## config.mk

```make
export PLATFORM = sky130hd
export DESIGN_NAME = pulse_swallow_divider
export DESIGN_NICKNAME = d
export VERILOG_FILES = /design/src/rtl/psd_pkg.sv /design/src/rtl/psd_prescaler.sv /design/src/rtl/psd_swallow_ctr.sv /design/src/rtl/psd_program_ctr.sv /design/src/rtl/pulse_swallow_divider.sv
export SDC_FILE = /design/constraint.sdc
export NUM_CORES = 1
export LEC_CHECK = 0
export ABC_CLOCK_PERIOD_IN_PS = 8150
export BUFFER_PORTS_ARGS = -buffer_cell sky130_fd_sc_hd__buf_2
export CAP_MARGIN = 10
export CORE_AREA = 2 2 79 81
export CTS_CLUSTER_SIZE = 40
export DETAILED_ROUTE_END_ITERATION = 8
export DIE_AREA = 0 0 81 83
export PLACE_DENSITY = 0.57
export SLEW_MARGIN = 20
export SYNTH_ARGS = -nofsm -noshare
export SYNTH_HDL_FRONTEND = slang
export SYNTH_SLANG_ARGS = --single-unit
export TNS_END_PERCENT = 1
```

## constraint.sdc

```tcl
create_clock -name clk -period 8.15 [get_ports clk]
set_input_delay 1.2225 -clock clk [delete_from_list [all_inputs] [get_ports clk]]
set_output_delay 1.2225 -clock clk [all_outputs]
set_load 0.1 [all_outputs]
```

## src/rtl/psd_pkg.sv

```systemverilog
package psd_pkg;

  parameter int unsigned CFG_W = 8;

  typedef logic [CFG_W-1:0] cfg_t;

  // Count value loaded into the prescaler for a long (N+1) or short (N) cycle.
  function automatic cfg_t psd_reload(input cfg_t n, input logic long_mode);
    return long_mode ? n : cfg_t'(n - cfg_t'(1));
  endfunction

  // Decrement that saturates at zero.
  function automatic cfg_t psd_step_down(input cfg_t v);
    return (v == '0) ? '0 : cfg_t'(v - cfg_t'(1));
  endfunction

  // Settings that cannot produce a valid output period.
  function automatic logic psd_cfg_bad(input cfg_t n, input cfg_t s, input cfg_t p);
    return (n == '0) || (p <= s);
  endfunction

endpackage

```

## src/rtl/psd_prescaler.sv

```systemverilog
module psd_prescaler
  import psd_pkg::*;
(
  input  logic clk,
  input  logic rst,
  input  cfg_t div_n,
  input  logic long_next,
  output logic pre_tc,
  output logic mode_long
);

  cfg_t cnt_q;
  logic mode_q;

  assign pre_tc    = (cnt_q == '0);
  assign mode_long = mode_q;

  always_ff @(posedge clk) begin
    if (rst || pre_tc) begin
      cnt_q  <= psd_reload(div_n, long_next);
      mode_q <= long_next;
    end else begin
      cnt_q  <= cfg_t'(cnt_q - cfg_t'(1));
    end
  end

  // the modulus level is only re-sampled at a terminal count
  a_r3_mode_hold: assert property (@(posedge clk) disable iff (rst)
    !pre_tc |=> $stable(mode_q));

endmodule

```

## src/rtl/psd_swallow_ctr.sv

```systemverilog
module psd_swallow_ctr
  import psd_pkg::*;
(
  input  logic clk,
  input  logic rst,
  input  cfg_t cfg_s,
  input  logic pre_tc,
  input  logic prog_expire,
  output logic long_next
);

  cfg_t sc_q;
  cfg_t sc_nxt;

  always_comb begin
    if (rst || (pre_tc && prog_expire)) sc_nxt = cfg_s;
    else if (pre_tc)                    sc_nxt = psd_step_down(sc_q);
    else                                sc_nxt = sc_q;
  end

  assign long_next = (sc_nxt != '0);

  always_ff @(posedge clk) begin
    sc_q <= sc_nxt;
  end

  // once exhausted, the swallow count stays at zero until the period ends
  a_r4_swallow_floor: assert property (@(posedge clk) disable iff (rst)
    (pre_tc && !prog_expire && sc_q == '0) |=> (sc_q == '0));

  // swallow count re-arms from the setting at program expiry
  a_r5_swallow_rearm: assert property (@(posedge clk) disable iff (rst)
    (pre_tc && prog_expire) |=> (sc_q == $past(cfg_s)));

endmodule

```

## src/rtl/psd_program_ctr.sv

```systemverilog
module psd_program_ctr
  import psd_pkg::*;
(
  input  logic clk,
  input  logic rst,
  input  cfg_t cfg_p,
  input  logic pre_tc,
  output logic prog_expire
);

  cfg_t pc_q;

  assign prog_expire = pre_tc && (pc_q == cfg_t'(1));

  always_ff @(posedge clk) begin
    if (rst || prog_expire) pc_q <= cfg_p;
    else if (pre_tc)        pc_q <= cfg_t'(pc_q - cfg_t'(1));
  end

  // program count reloads from the setting in the expiry clock
  a_r5_prog_reload: assert property (@(posedge clk) disable iff (rst)
    prog_expire |=> (pc_q == $past(cfg_p)));

endmodule

```

## src/rtl/pulse_swallow_divider.sv

```systemverilog
module pulse_swallow_divider
  import psd_pkg::*;
#(
  parameter bit EN_SQUARE = 1'b1
) (
  input  logic                          clk,
  input  logic                          rst,
  input  logic [psd_pkg::CFG_W-1:0]     cfg_n,
  input  logic [psd_pkg::CFG_W-1:0]     cfg_s,
  input  logic [psd_pkg::CFG_W-1:0]     cfg_p,
  output logic                          div_pulse,
  output logic                          div_square,
  output logic                          cfg_err
);

  logic pre_tc;
  logic mode_long;
  logic long_next;
  logic prog_expire;
  logic cfg_bad;
  logic pulse_q;
  logic err_q;

  assign cfg_bad = psd_cfg_bad(cfg_n, cfg_s, cfg_p);

  psd_prescaler u_pre (
    .clk       (clk),
    .rst       (rst),
    .div_n     (cfg_n),
    .long_next (long_next),
    .pre_tc    (pre_tc),
    .mode_long (mode_long)
  );

  psd_swallow_ctr u_swl (
    .clk         (clk),
    .rst         (rst),
    .cfg_s       (cfg_s),
    .pre_tc      (pre_tc),
    .prog_expire (prog_expire),
    .long_next   (long_next)
  );

  psd_program_ctr u_prg (
    .clk         (clk),
    .rst         (rst),
    .cfg_p       (cfg_p),
    .pre_tc      (pre_tc),
    .prog_expire (prog_expire)
  );

  always_ff @(posedge clk) begin
    pulse_q <= !rst && prog_expire && !cfg_bad;
    err_q   <= cfg_bad;
  end

  assign div_pulse = pulse_q;
  assign cfg_err   = err_q;

  generate
    if (EN_SQUARE) begin : g_square
      logic sq_q;
      always_ff @(posedge clk) begin
        if (rst || cfg_bad)                sq_q <= 1'b0;
        else if (prog_expire)              sq_q <= ~sq_q;
      end
      assign div_square = sq_q;
    end else begin : g_no_square
      assign div_square = 1'b0;
    end
  endgenerate

  // flagged settings keep both outputs quiet
  a_r6_quiet: assert property (@(posedge clk) disable iff (rst)
    cfg_err |-> (!div_pulse && !div_square));

  // the square output only moves together with a pulse
  a_r7_square_edge: assert property (@(posedge clk) disable iff (rst)
    (!$stable(div_square) && !cfg_err) |-> div_pulse);

  // a new modulus is only taken at a prescaler terminal count
  a_r2_mode_at_tc: assert property (@(posedge clk) disable iff (rst)
    (!pre_tc && !mode_long) |=> !mode_long);

endmodule

```

# Word level (Yosys, flattened, before mapping)
# Cells that the tools add are included.
# Widths: inputs -> output; s select.
# word_totals
reg_bits,27
inputBits,26
# op_classes
n_addsub,4
n_lt_le_gt_ge,1
eq_ne,1
mux,7
bitwise,1
n_reduce_logical,16
# op_table
op,count
$mux 8,7
$sub 8x1->8 const B,4
$logic_not 8->1,3
$eq 8x1->1 const B,1
$le 8x8->1,1
$reduce_bool 8->1,1
$logic_or 1x1->1,5
$logic_and 1x1->1,4
$logic_not 1->1,2
$reduce_bool 2->1,1
$not 1->1,1

# Depth between registers and ports, before layout
# Gate-level depths: netlist of the first run.
# depth
word_depth,8
ltp_mapped,11

# Cells and area by module
# Synthesis of the first run repeated with hierarchy kept, for this count alone.
# unflattened
hier_cells,214
hier_area_um2,1971.9
# modules_own_cells
mod,n_inst,cells_per_inst,area_each_um2,seq_area_each_um2
psd_prescaler,1,67,598.1,190.2
psd_swallow_ctr,1,65,534.3,160.2
psd_program_ctr,1,46,523.0,240.2
pulse_swallow_divider,1,36,316.6,60.1

# Worst setup path after synthesis of the first run
# OpenSTA, ideal clock, no wires.
# synth_timing
kind,register -> register
startpoint,register u_pre.cnt_q[0]
endpoint,register u_pre.cnt_q[6]
setup_time_ps,127
arrival_time_ps,2628
required_time_ps,8023
slack_ps,5395
path_stages_with_launch,11
n_path_buf,1
synth_period_minus_slack_ps,2755
cell_sequence,dfxtp_1 -> inv_1 -> ha_1 -> or3b_2 -> buf_2 -> nor4b_2 -> xor2_1 -> o41ai_2 -> nand4_2 -> o311a_1 -> or3_1
# synth_via
elab_chain_len,8
word_cells_on_any_way,11
# synth_lines
item,line,text
start: declaration,psd_prescaler.sv:12,cfg_t cnt_q;
start signal: assignment,psd_prescaler.sv:20,"cnt_q <= psd_reload(div_n, long_next);"
start signal: assignment,psd_prescaler.sv:23,cnt_q <= cfg_t'(cnt_q - cfg_t'(1));
$logic_not 8->1,psd_prescaler.sv:15,assign pre_tc = (cnt_q == '0);
$logic_and 1x1->1,psd_program_ctr.sv:13,assign prog_expire = pre_tc && (pc_q == cfg_t'(1));
$logic_and 1x1->1,psd_swallow_ctr.sv:16,if (rst || (pre_tc && prog_expire)) sc_nxt = cfg_s;
$logic_or 1x1->1,psd_swallow_ctr.sv:16,
$mux 8,psd_swallow_ctr.sv:16,
$reduce_bool 8->1,psd_swallow_ctr.sv:21,assign long_next = (sc_nxt != '0);
$mux 8,psd_pkg.sv:9,return long_mode ? n : cfg_t'(n - cfg_t'(1));
$mux 8 (*),psd_prescaler.sv:19,if (rst || pre_tc) begin
# Every way passes the cells marked *; elsewhere a longest branch is shown, timed or not.
# A chain may end at the register's enable or synchronous reset.

# Worst setup path after layout of the first run
# Ends and elaborated chain as after synthesis.

==> results of run 1 <==
[layout make-up]
class / instances / area, um2
sequential: 27 / 621
clock buffer: 3 / 41.3
timing repair buffer: 28 / 140
tap: 75 / 93.8
multi-input combinational: 170 / 1240
inverter: 24 / 90.1
clock inverter: 1 / 5.00
fill: 627 / 3580
[final timing paths]
kind	from	endpoint	slack, ps	cells past startpoint
max reg2reg	u_pre.cnt_q[0]	u_pre.cnt_q[6]	5010	9
min reg2reg	u_pre.cnt_q[0]	u_pre.cnt_q[0]	480	1
max	u_pre.cnt_q[0]	u_pre.cnt_q[6]	5010	9
min	u_pre.cnt_q[0]	u_pre.cnt_q[0]	480	1
[state kept, by name, indices dropped and copies added, names as in the netlist]
signal       count
u_pre.cnt_q      8
u_prg.pc_q       8
u_swl.sc_q       8
cfg_err          1
div_pulse        1
div_square       1
[worst max-delay path, cell delays in order (launching register included)]
cell,delay [ps]
dfxtp_1,340
inv_1,80
ha_1,160
or3b_2,620
nor2_8,200
a31o_2,420
mux2i_1,300
nand4_2,230
o311a_1,340
or3_1,330
[stage by stage]
step           setup WS, ps  utilization (%)  instances
2_1_floorplan          5390                -        227
3_3_place_gp           5070             37.6        324
3_5_place_dp           5030             37.6        324
4_1_cts                5010             38.4        328
5_1_grt                4830             38.4        328
6_report               5010             38.4        328
[cell families after synthesis]
family | synth area share, %
adder cells (fa/ha/maj) | 10.1
AO/OA/AOI/OAI | 18.4
XOR/XNOR | 7.91
buffers and inverters | 6.47
AND/OR/NAND/NOR | 24.0
multiplexers | 2.01
flip-flops | 31.2
[power by group]
group          switching, uW  leakage, uW  total (uW)  internal, uW
combinational           46.1     0.000688        78.9          32.9
clock                   44.4    0.0000255        78.7          34.3
sequential              13.3     0.000239         166           153
[cells in the mapped netlist, types with 2 or more instances]
master    instances  share of area [%]
clkbuf_1          3               0.57
mux2i_1           4                2.0
dfxtp_1          19                 19
or4_1             2               0.75
nand3_1           7                1.8
a21oi_1           5                1.3
nand2_1          22                4.1
inv_1            24                4.5
ha_1             16                 10
nor2b_1           3               0.94
nor3_1            8                2.0
or3b_2            2               0.88
or3_1             7                2.2
xor2_1           12                5.3
xnor2_1           6                2.6
o41ai_2           2                1.6
edfxtp_1          8                 12
a31oi_1           3               0.94
buf_6             2                1.1
nor4_1            4                1.3
o31ai_1           5                1.9
o21ai_0          20                5.0
o21a_1            2               0.75
nor2_1           12                2.3
[routing by layer]
| metal | wire length (um) | global-route usage (%) |
|---|---|---|
| met1 | 2180 | 20.7 |
| met2 | 2060 | 22.9 |
| met3 | 233 | 1.85 |
| met4 | 53 | 4.16 |
| met5 | 0 | 0 |
==> impl_results.md, run 1 <==
- Status: finished clean
- Most common flop cell mapped by yosys: dfxtp_1
- GRT overflow: 0
- Clock buffer depth: 2
- Final setup vio count: 0
- Warnings, synthesis: 0
- Overall Global Routing Usage: between 10% and 20%
- Syn Nets: 269
- Power per cell area: 145 mW/mm2
- Via count: 1,674
- Die height: slightly above 80 um
- H-tree depth: 1
- TritonCTS Buffers: 3
- Sink Count: 27
- Endpoint class of the critical path: flip-flop
- Starting DRT DRC Count: 150
- Max VDD drop: between 0.00007 and 0.00008 V
- DR vias/cell: about 5.1
- Most frequent cells in the layout: 28 x buf_2, 24 x inv_1, 22 x nand2_1
- Clock skew: approximately 7.4 ps
- IO Count: 29
- Post-Syn Instances: ~230
- Fraction of registers with async set/reset: 0%
- Pin count of the biggest net entering global routing: 25
- Detailed placer's ending HPWL: between 3 and 4 mm
- Clk pin slew, worst setup/hold paths: approximately 100 ps
- Commonest non-fill, non-tap cell in the layout: buf_2
- Aggregate routed wire length: 4.53 mm
- Share of layout cells above drive strength 1: 19.0%
- RD Place Congestion: slightly above 0.8
- Vias in the first global route: roughly 1.6k
- Fmax: 318 MHz
- RSZ-0062 raised after global routing: false
- Cts repair resizes: 0
- Total of max-cap violations: 0
- Rel. slew slack: between 40% and 50%
- Part of the cycle the worst path needs: between 30% and 40%
- Rows: 28
- Register bit count reported by yosys: 27
- Post-CTS Setup Inserts: 0
- Min-Delay Path Class: reg2reg
- Hold_buf cts: 0
- Synth-to-layout area growth: 12.1%
- Seq/Total Area, Yosys: just over 30%
- Final ANT Viol Nets: 0
- WL/cell: between 10 and 15 um
- Antenna cells: 0
- Drt pass-1 iters: 4
- Synthesized cell area: 0.00199 mm2
- Die footprint: slightly below 0.007 mm2
- WP data arrival: ~3300 ps
- Clock Latency Late Sink: approximately 280 ps
- P_leak: around 0.00095 uW
- Final worst hold slack: 476 ps
- Post-Syn Area per Cell: 8.77 um2
- Residual DRC count: 0
- Critical path class: reg2reg
- Fin area: 0.00223 mm2
- Global-route wire length before repair: between 7 and 8 mm
- Yosys cell types: 53
- Setup tns final: 0 ps
- Worst-path maximum fanout: 20
- Overall Power: about 320 uW
- Die width: a little over 80 um
- Endpoints failing hold: 0
- Clock Tree Root: clkbuf_8
- Core area: around 0.0058 mm2
- Number of synthesized flops with an enable pin: 8
- Starting Density: about 34%
- Area post-placement: about 0.0022 mm2
- Port buffer count: 28
- Fin. max-slew vios: 0
- CTS tree: done
- Slew @ Worst Pin: between 800 and 900 ps
- Nets: ~300
- Antenna violations before repair: 0
- Startpoint types: flip-flop
- Crit path time final: 3140 ps
- Req. time, crit path: 8320 ps
Note: power is estimated with default switching activity, not from simulation.
==> inputs of run 2 (changes only) <==
ABC_CLOCK_PERIOD_IN_PS = 2500   (was 8150)
PLACE_DENSITY = 0.59   (was 0.57)
clock period = 2.5 ns   (was 8.15 ns; I/O delays follow)
==> run 2 against run 1 <==
The flow now finishes with violations (setup timing). Cell count is 11% higher. First-iteration DRC count down 35%. Sequential power rose to 3.2 times the previous value. Largest power group unchanged. Highest routed layer unchanged.
==> impl_results.md, run 2 (synthesized netlist as in run 1, its figures left out) <==
- Status: finished, violations left (was finished clean)
- Failing checks: setup timing
- Max VDD drop: 0.000222 V (was 0.0000725 V)
- Clock buffer depth: 2 (unchanged)
- Aggregate routed wire length: 4.92 mm (was 4.53 mm)
- Cell Count, Final, Fillers Out: 365 (was 328)
- Hold_buf cts: 0 (unchanged)
- Starting DRT DRC Count: 97 (was 150)
- Vias in the first global route: 1,870 (was 1,645)
- Setup tns final: -1020 ps (was 0 ps)
- Antenna cells: 0 (unchanged)
- Drt pass-1 iters: 4 (unchanged)
- Most frequent cells in the layout: 35 x buf_4, 28 x buf_2, 23 x inv_1 (was 28 x buf_2, 24 x inv_1, 22 x nand2_1)
- Clock Latency Late Sink: 270 ps (was 280 ps)
- Startpoint types: flip-flop (unchanged)
- Final setup margin: -179 ps (was 5010 ps)
- H-tree depth: 1 (unchanged)
- Die footprint: 0.00672 mm2 (unchanged)
- Placed Cells: 356 (was 324)
- Rows: 28 (unchanged)
- Port buffer count: 28 (unchanged)
- Clk pin slew, worst setup/hold paths: 100 ps (about the same)
- TritonCTS Buffers: 3 (unchanged)
- Endpoints failing hold: 0 (unchanged)
- IO Count: 29 (unchanged)
- GRT overflow: 0 (unchanged)
- Filler Cell Count: 607 (was 627)
- Area post-placement: 0.00244 mm2 (was 0.00219 mm2)
- Routing usage on met2: 25.8% (was 22.9%)
- Die height: 83 um (unchanged)
- Share of layout cells above drive strength 1: 33.1% (was 19.0%)
- Final worst hold slack: 334 ps (was 476 ps)
- Final setup vio count: 8 (was 0)
- Final ANT Viol Nets: 0 (unchanged)
- Total of max-cap violations: 0 (unchanged)
- Residual DRC count: 0 (unchanged)
- Met3 usage: 1.52% (was 1.85%)
- Global-route wire length before repair: 8.50 mm (was 7.78 mm)
- RD Place Congestion: 0.797 (was 0.827)
- Pin count of the biggest net entering global routing: 20 (was 25)
- Min-Delay Path Class: in2reg (was reg2reg)
- Req. time, crit path: 2670 ps (was 8320 ps)
- Crit path time final: 2680 ps (was 3140 ps)
- Met1 usage: 22.0% (was 20.7%)
- P_leak: 0.00117 uW (was 0.000952 uW)
- Sink Count: 27 (unchanged)
- Largest registers: u_pre.cnt_q (8), u_prg.pc_q (8), u_swl.sc_q (8) (unchanged)
- WP data arrival: 2850 ps (was 3310 ps)
- Clock Tree Root: clkbuf_8 (unchanged)
- Via count: 1,820 (was 1,674)
- Power per cell area: 440 mW/mm2 (was 145 mW/mm2)
- CTS tree: done (unchanged)
- Layer with the highest usage: met2 (unchanged)
- Overall Power: 1150 uW (was 324 uW)
- R2R cell count: 11 (was 9)
- Core area: 0.00582 mm2 (unchanged)
- Fmax: 373 MHz (was 318 MHz)
- Endpoint class of the critical path: flip-flop (unchanged)
- Fin area: 0.00261 mm2 (was 0.00223 mm2)
- DR vias/cell: 4.99 (was 5.10)
- Part of the cycle the worst path needs: 107% (was 38.5%)
- WL/cell: 13.5 um (was 13.8 um)
- Slew @ Worst Pin: 466 ps (was 802 ps)
- Synth-to-layout area growth: 30.8% (was 12.1%)
- Commonest non-fill, non-tap cell in the layout: buf_4 (was buf_2)
- Rel. slew slack: 68.7% (was 46.5%)
- Worst-path maximum fanout: 7 (was 20)
- Worst Hold Depth: 3 (was 1)
- Starting Density: 34.3% (unchanged)
- Detailed placer's ending HPWL: 3.88 mm (was 3.53 mm)
- Clock skew: 4.73 ps (was 7.44 ps)
- Die width: 81 um (unchanged)
- Overall Global Routing Usage: 15.9% (was 14.6%)
- Fin. max-slew vios: 0 (unchanged)
- Nets: 333 (was 296)
- RSZ-0062 raised after global routing: true (was false)
- Reg2Reg Setup Slack: -180 ps (was 5010 ps)
- Critical path class: reg2reg (unchanged)
- Antenna violations before repair: 0 (unchanged)
[run 2: cell types whose count changed in the layout (fill, tap and decap cells not counted), sizes merged]
| cell | previous run | this run |
|---|---|---|
| buf | 28 | 65 |
| clkbuf | 3 | 4 |
| clkinv | 1 | 0 |
[run 2: through the flow]
stage	util [%]	worst slack, ps
3_5_place_dp	42.0	-188
3_3_place_gp	42.0	-136
5_1_grt	44.8	-355
2_1_floorplan	-	-143
6_report	44.8	-179
4_1_cts	44.4	-115
[run 2: worst max-delay path, cell delays in order (launching register included)]
cell and delay, ps:
dfxtp_2 330, inv_1 70, ha_2 170, or3b_4 410
buf_12 170, or2_4 250, o41ai_2 360, mux2i_2 170
nand4_2 140, buf_4 150, nor4b_1 50, or3_1 300
[run 2: layout make-up]
cell class	instances	area (um2)	area share (%)
multi-input cells	170	1310	50.3
flip-flops and latches	27	623	23.9
repair buffers	65	443	17.0
well taps	75	93.8	3.60
inverters	24	90.1	3.46
clock buffers	4	45.0	1.73
[run 2: what timing repair did]
action,CTS,global route
endpoints found under the setup margin,8,8
gates resized for setup,11,4
pin swaps,7,1
setup buffers,5,0
[run 2: power breakdown]
group / internal [uW] / switching (uW)
Sequential: 499 / 34.2
Clock: 114 / 141
Combinational: 171 / 186
[run 2: per-layer routing]
metal,wire (um),up-vias
li1,-,942
met1,2400,831
met2,2330,43
met3,167,4
met4,28,0
met5,0,-
[run 2: worst paths after layout]
kind	end	startpoint
worst max register to register	u_pre.cnt_q[6]	u_pre.cnt_q[1]
worst min register to register	u_pre.cnt_q[0]	u_pre.cnt_q[0]
worst min-delay path	u_swl.sc_q[6]	cfg_s[6]
worst max-delay path	u_pre.cnt_q[6]	u_pre.cnt_q[1]
==> inputs of run 3 (changes only) <==
SYNTH_HIERARCHICAL = 1   (was unset)
==> run 3 against run 2 <==
The run still ends with setup timing left. Wire length fell by 8.8%. Register-to-register slack worse by 310 ps. Non-clock buffer count is 3 higher. Cell area is 3.7% lower. Via count fell by 9.2%. Critical path type unchanged. Critical endpoint is now u_pre/cnt_q[7].
==> impl_results.md, run 3 <==
- R2R cell count: 11 (unchanged)
- Startpoint types: flip-flop (unchanged)
- H-tree depth: 1 (unchanged)
- Worst R2R Start: u_pre/cnt_q[3] (was u_pre.cnt_q[1])
- Detailed placer's ending HPWL: 3.73 mm (was 3.88 mm)
- Area post-placement: 0.00245 mm2 (was 0.00244 mm2)
- Global-route wire length before repair: 7.72 mm (was 8.50 mm)
- Area of the multi-input gates: 0.00123 mm2 (was 0.00131 mm2)
- IO Count: 29 (unchanged)
- Die footprint: 0.00672 mm2 (unchanged)
- Hold_buf cts: 0 (unchanged)
- Max VDD drop: 0.000211 V (was 0.000222 V)
- CP peak stage delay: 580 ps (was 410 ps)
- TritonCTS Buffers: 3 (unchanged)
- Residual DRC count: 0 (unchanged)
- Part of the cycle the worst path needs: 119% (was 107%)
- Place WS: -495 ps (was -188 ps)
- Psw: 356 uW (was 362 uW)
- Status: finished, violations left (unchanged)
- Overall Global Routing Usage: 14.4% (was 15.9%)
- Final setup margin: -486 ps (was -179 ps)
- Endpoint class of the critical path: flip-flop (unchanged)
- Hold Path End: u_swl/sc_q[1] (was u_swl.sc_q[6])
- Starting DRT DRC Count: 33 (was 97)
- Vias in the first global route: 1,722 (was 1,870)
- Clock Latency Late Sink: 280 ps (was 270 ps)
- Min-Delay Path Class: in2reg (unchanged)
- Endpoints failing hold: 0 (unchanged)
- Post-Syn Instances: 213 (was 227)
- Die height: 83 um (unchanged)
- Syn Nets: 254 (was 269)
- Aggregate routed wire length: 4.49 mm (was 4.92 mm)
- Most frequent cells in the layout: 40 x buf_4, 28 x buf_2, 22 x nor2_1 (was 35 x buf_4, 28 x buf_2, 23 x inv_1)
- Worst r2r dst: u_pre/cnt_q[7] (was u_pre.cnt_q[6])
- Final ANT Viol Nets: 0 (unchanged)
- Worst-path maximum fanout: 5 (was 7)
- Clock Power Share: 22.8% (was 22.3%)
- CTS tree: done (unchanged)
- Synthesized cell area: 0.00194 mm2 (was 0.00199 mm2)
- RSZ-0062 raised after global routing: true (unchanged)
- Die width: 81 um (unchanged)
- GRT overflow: 0 (unchanged)
- Starting Density: 33.4% (was 34.3%)
- Drt pass-1 iters: 4 (unchanged)
- Failing checks: setup timing (unchanged)
- Reg area: 622 um2 (was 623 um2)
- Power per cell area: 455 mW/mm2 (was 440 mW/mm2)
- Worst path slowest cell: or4_4 (was or3b_4)
- Clk pin slew, worst setup/hold paths: 100 ps (about the same)
- WP data arrival: 3150 ps (was 2850 ps)
- Filler Cell Count: 621 (was 607)
- Core area: 0.00582 mm2 (unchanged)
- Combinational power share: 30.6% (was 31.2%)
- Worst Hold Depth: 3 (unchanged)
- Total of max-cap violations: 0 (unchanged)
- Overall Power: 1140 uW (was 1150 uW)
- WL/cell: 12.6 um (was 13.5 um)
- Antenna violations before repair: 0 (unchanged)
- Fin. max-slew vios: 0 (unchanged)
- Critical path class: reg2reg (unchanged)
- Reg2Reg Setup Slack: -490 ps (was -180 ps)
- Via count: 1,652 (was 1,820)
- Req. time, crit path: 2670 ps (about the same)
- Nets: 322 (was 333)
- Slew @ Worst Pin: 642 ps (was 466 ps)
- Clock buffer depth: 2 (unchanged)
- Sink Count: 27 (unchanged)
- Rel. slew slack: 57.1% (was 68.7%)
- P_int: 785 uW (about the same)
- Pin count of the biggest net entering global routing: 15 (was 20)
- Commonest non-fill, non-tap cell in the layout: buf_4 (unchanged)
- Port buffer count: 28 (unchanged)
- Crit path cell chain: nor4_4 > and3_4 > or3b_4 > nor3_2 > mux2i_1 > o21ai_1 > or4_4 > nor4_4 > nand3_1 > xor2_1 > mux2i_1 (was inv_1 > ha_2 > or3b_4 > buf_12 > or2_4 > o41ai_2 > mux2i_2 > nand4_2 > buf_4 > nor4b_1 > or3_1)
- Hold path start: cfg_s[1] (was cfg_s[6])
- Final worst hold slack: 332 ps (was 334 ps)
- Flop pwr share: 46.6% (was 46.5%)
- DR vias/cell: 4.65 (was 4.99)
- Fin area: 0.00251 mm2 (was 0.00261 mm2)
- Share of layout cells above drive strength 1: 33.9% (was 33.1%)
- Synth-to-layout area growth: 29.1% (was 30.8%)
- P_leak: 0.00109 uW (was 0.00117 uW)
- Warnings, synthesis: 6 (was 0)
- Crit path time final: 2990 ps (was 2680 ps)
- Largest registers: u_pre/cnt_q (8), u_prg/pc_q (8), u_swl/sc_q (8) (was u_pre.cnt_q (8), u_prg.pc_q (8), u_swl.sc_q (8))
- Rows: 28 (unchanged)
- Sw Ratio: 31.2% (was 31.6%)
- Post-Syn Area per Cell: 9.12 um2 (was 8.77 um2)
- Fmax: 335 MHz (was 373 MHz)
- Clock Tree Root: clkbuf_8 (unchanged)
- Antenna cells: 0 (unchanged)
- RD Place Congestion: 0.811 (was 0.797)
- Final setup vio count: 8 (unchanged)
- Clock skew: 10.8 ps (was 4.73 ps)
-- run 3: cell count changes in the layout (fill, tap and decap cells not counted), sizes merged, moves of 3 or more --
| cell | before | now |
|---|---|---|
| o21ai | 20 | 7 |
| o31ai | 6 | 2 |
| xnor2 | 6 | 12 |
| nand2 | 22 | 18 |
| nor2 | 13 | 22 |
| or3 | 7 | 0 |
| nand3 | 7 | 4 |
| inv | 24 | 20 |
| buf | 65 | 68 |
| a21oi | 5 | 16 |
-- run 3: what timing repair did --
| item | in CTS | in global routing |
|---|---|---|
| pin swaps | 1 | 0 |
| endpoints found under the setup margin | 8 | 8 |
| buffers inserted | 1 | 0 |
| resized for setup | 2 | 0 |
-- run 3: per-stage QoR --
step / std cells / TNS [ps] / util, %
3_5_place_dp: 350 / -3390 / 42.1
5_1_grt: 355 / -4830 / 43.1
6_report: 355 / -3300 / 43.1
2_1_floorplan: 213 / -2490 / -
4_1_cts: 355 / -3300 / 43.1
3_3_place_gp: 350 / -2850 / 42.1
-- run 3: power groups by stage --
stage	logic, uW	registers [uW]	clock network, uW
final	349	532	260
after global routing	389	538	286
after CTS	352	533	263
after detailed placement	349	542	0
after global placement	346	542	0
after floorplan	175	566	0
-- run 3: cell type report --
class	instances	share of cell area, %
Sequential cell	27	24.8
Timing Repair Buffer	68	17.6
Clock buffer	4	1.80
Multi-Input combinational cell	161	49.1
Inverter	20	2.99
Tap cell	75	3.74
-- run 3: per-layer routing --
| metal | share of wire (%) | GRT usage, % | wire, um | up-vias |
|---|---|---|---|---|
| met5 | 0 | 0 | 0 | - |
| met4 | 0.80 | 4.16 | 36 | 0 |
| met3 | 3.4 | 2.17 | 152 | 2 |
| met2 | 46 | 23.8 | 2080 | 19 |
| met1 | 49 | 19.0 | 2220 | 751 |
| li1 | - | - | - | 880 |
-- run 3: worst max path at each step --
stage | start | end | cells past startpoint
after floorplan | u_pre/cnt_q[3] | u_pre/cnt_q[7] | 11
after global placement | u_pre/cnt_q[3] | u_pre/cnt_q[7] | 11
after detailed placement | u_pre/cnt_q[3] | u_pre/cnt_q[6] | 11
after CTS | u_pre/cnt_q[3] | u_pre/cnt_q[7] | 11
after global routing | u_pre/cnt_q[3] | u_pre/cnt_q[7] | 11
final | u_pre/cnt_q[3] | u_pre/cnt_q[7] | 11
-- run 3: worst max-delay path: cells and delay by family, from the launching register on --
| family | cells | cell delay [ps] |
|---|---|---|
| xor+xnor | 1 | 150 |
| mux | 2 | 290 |
| simple gates | 7 | 2000 |
| compound gates | 1 | 90 |
| flops | 1 | 350 |
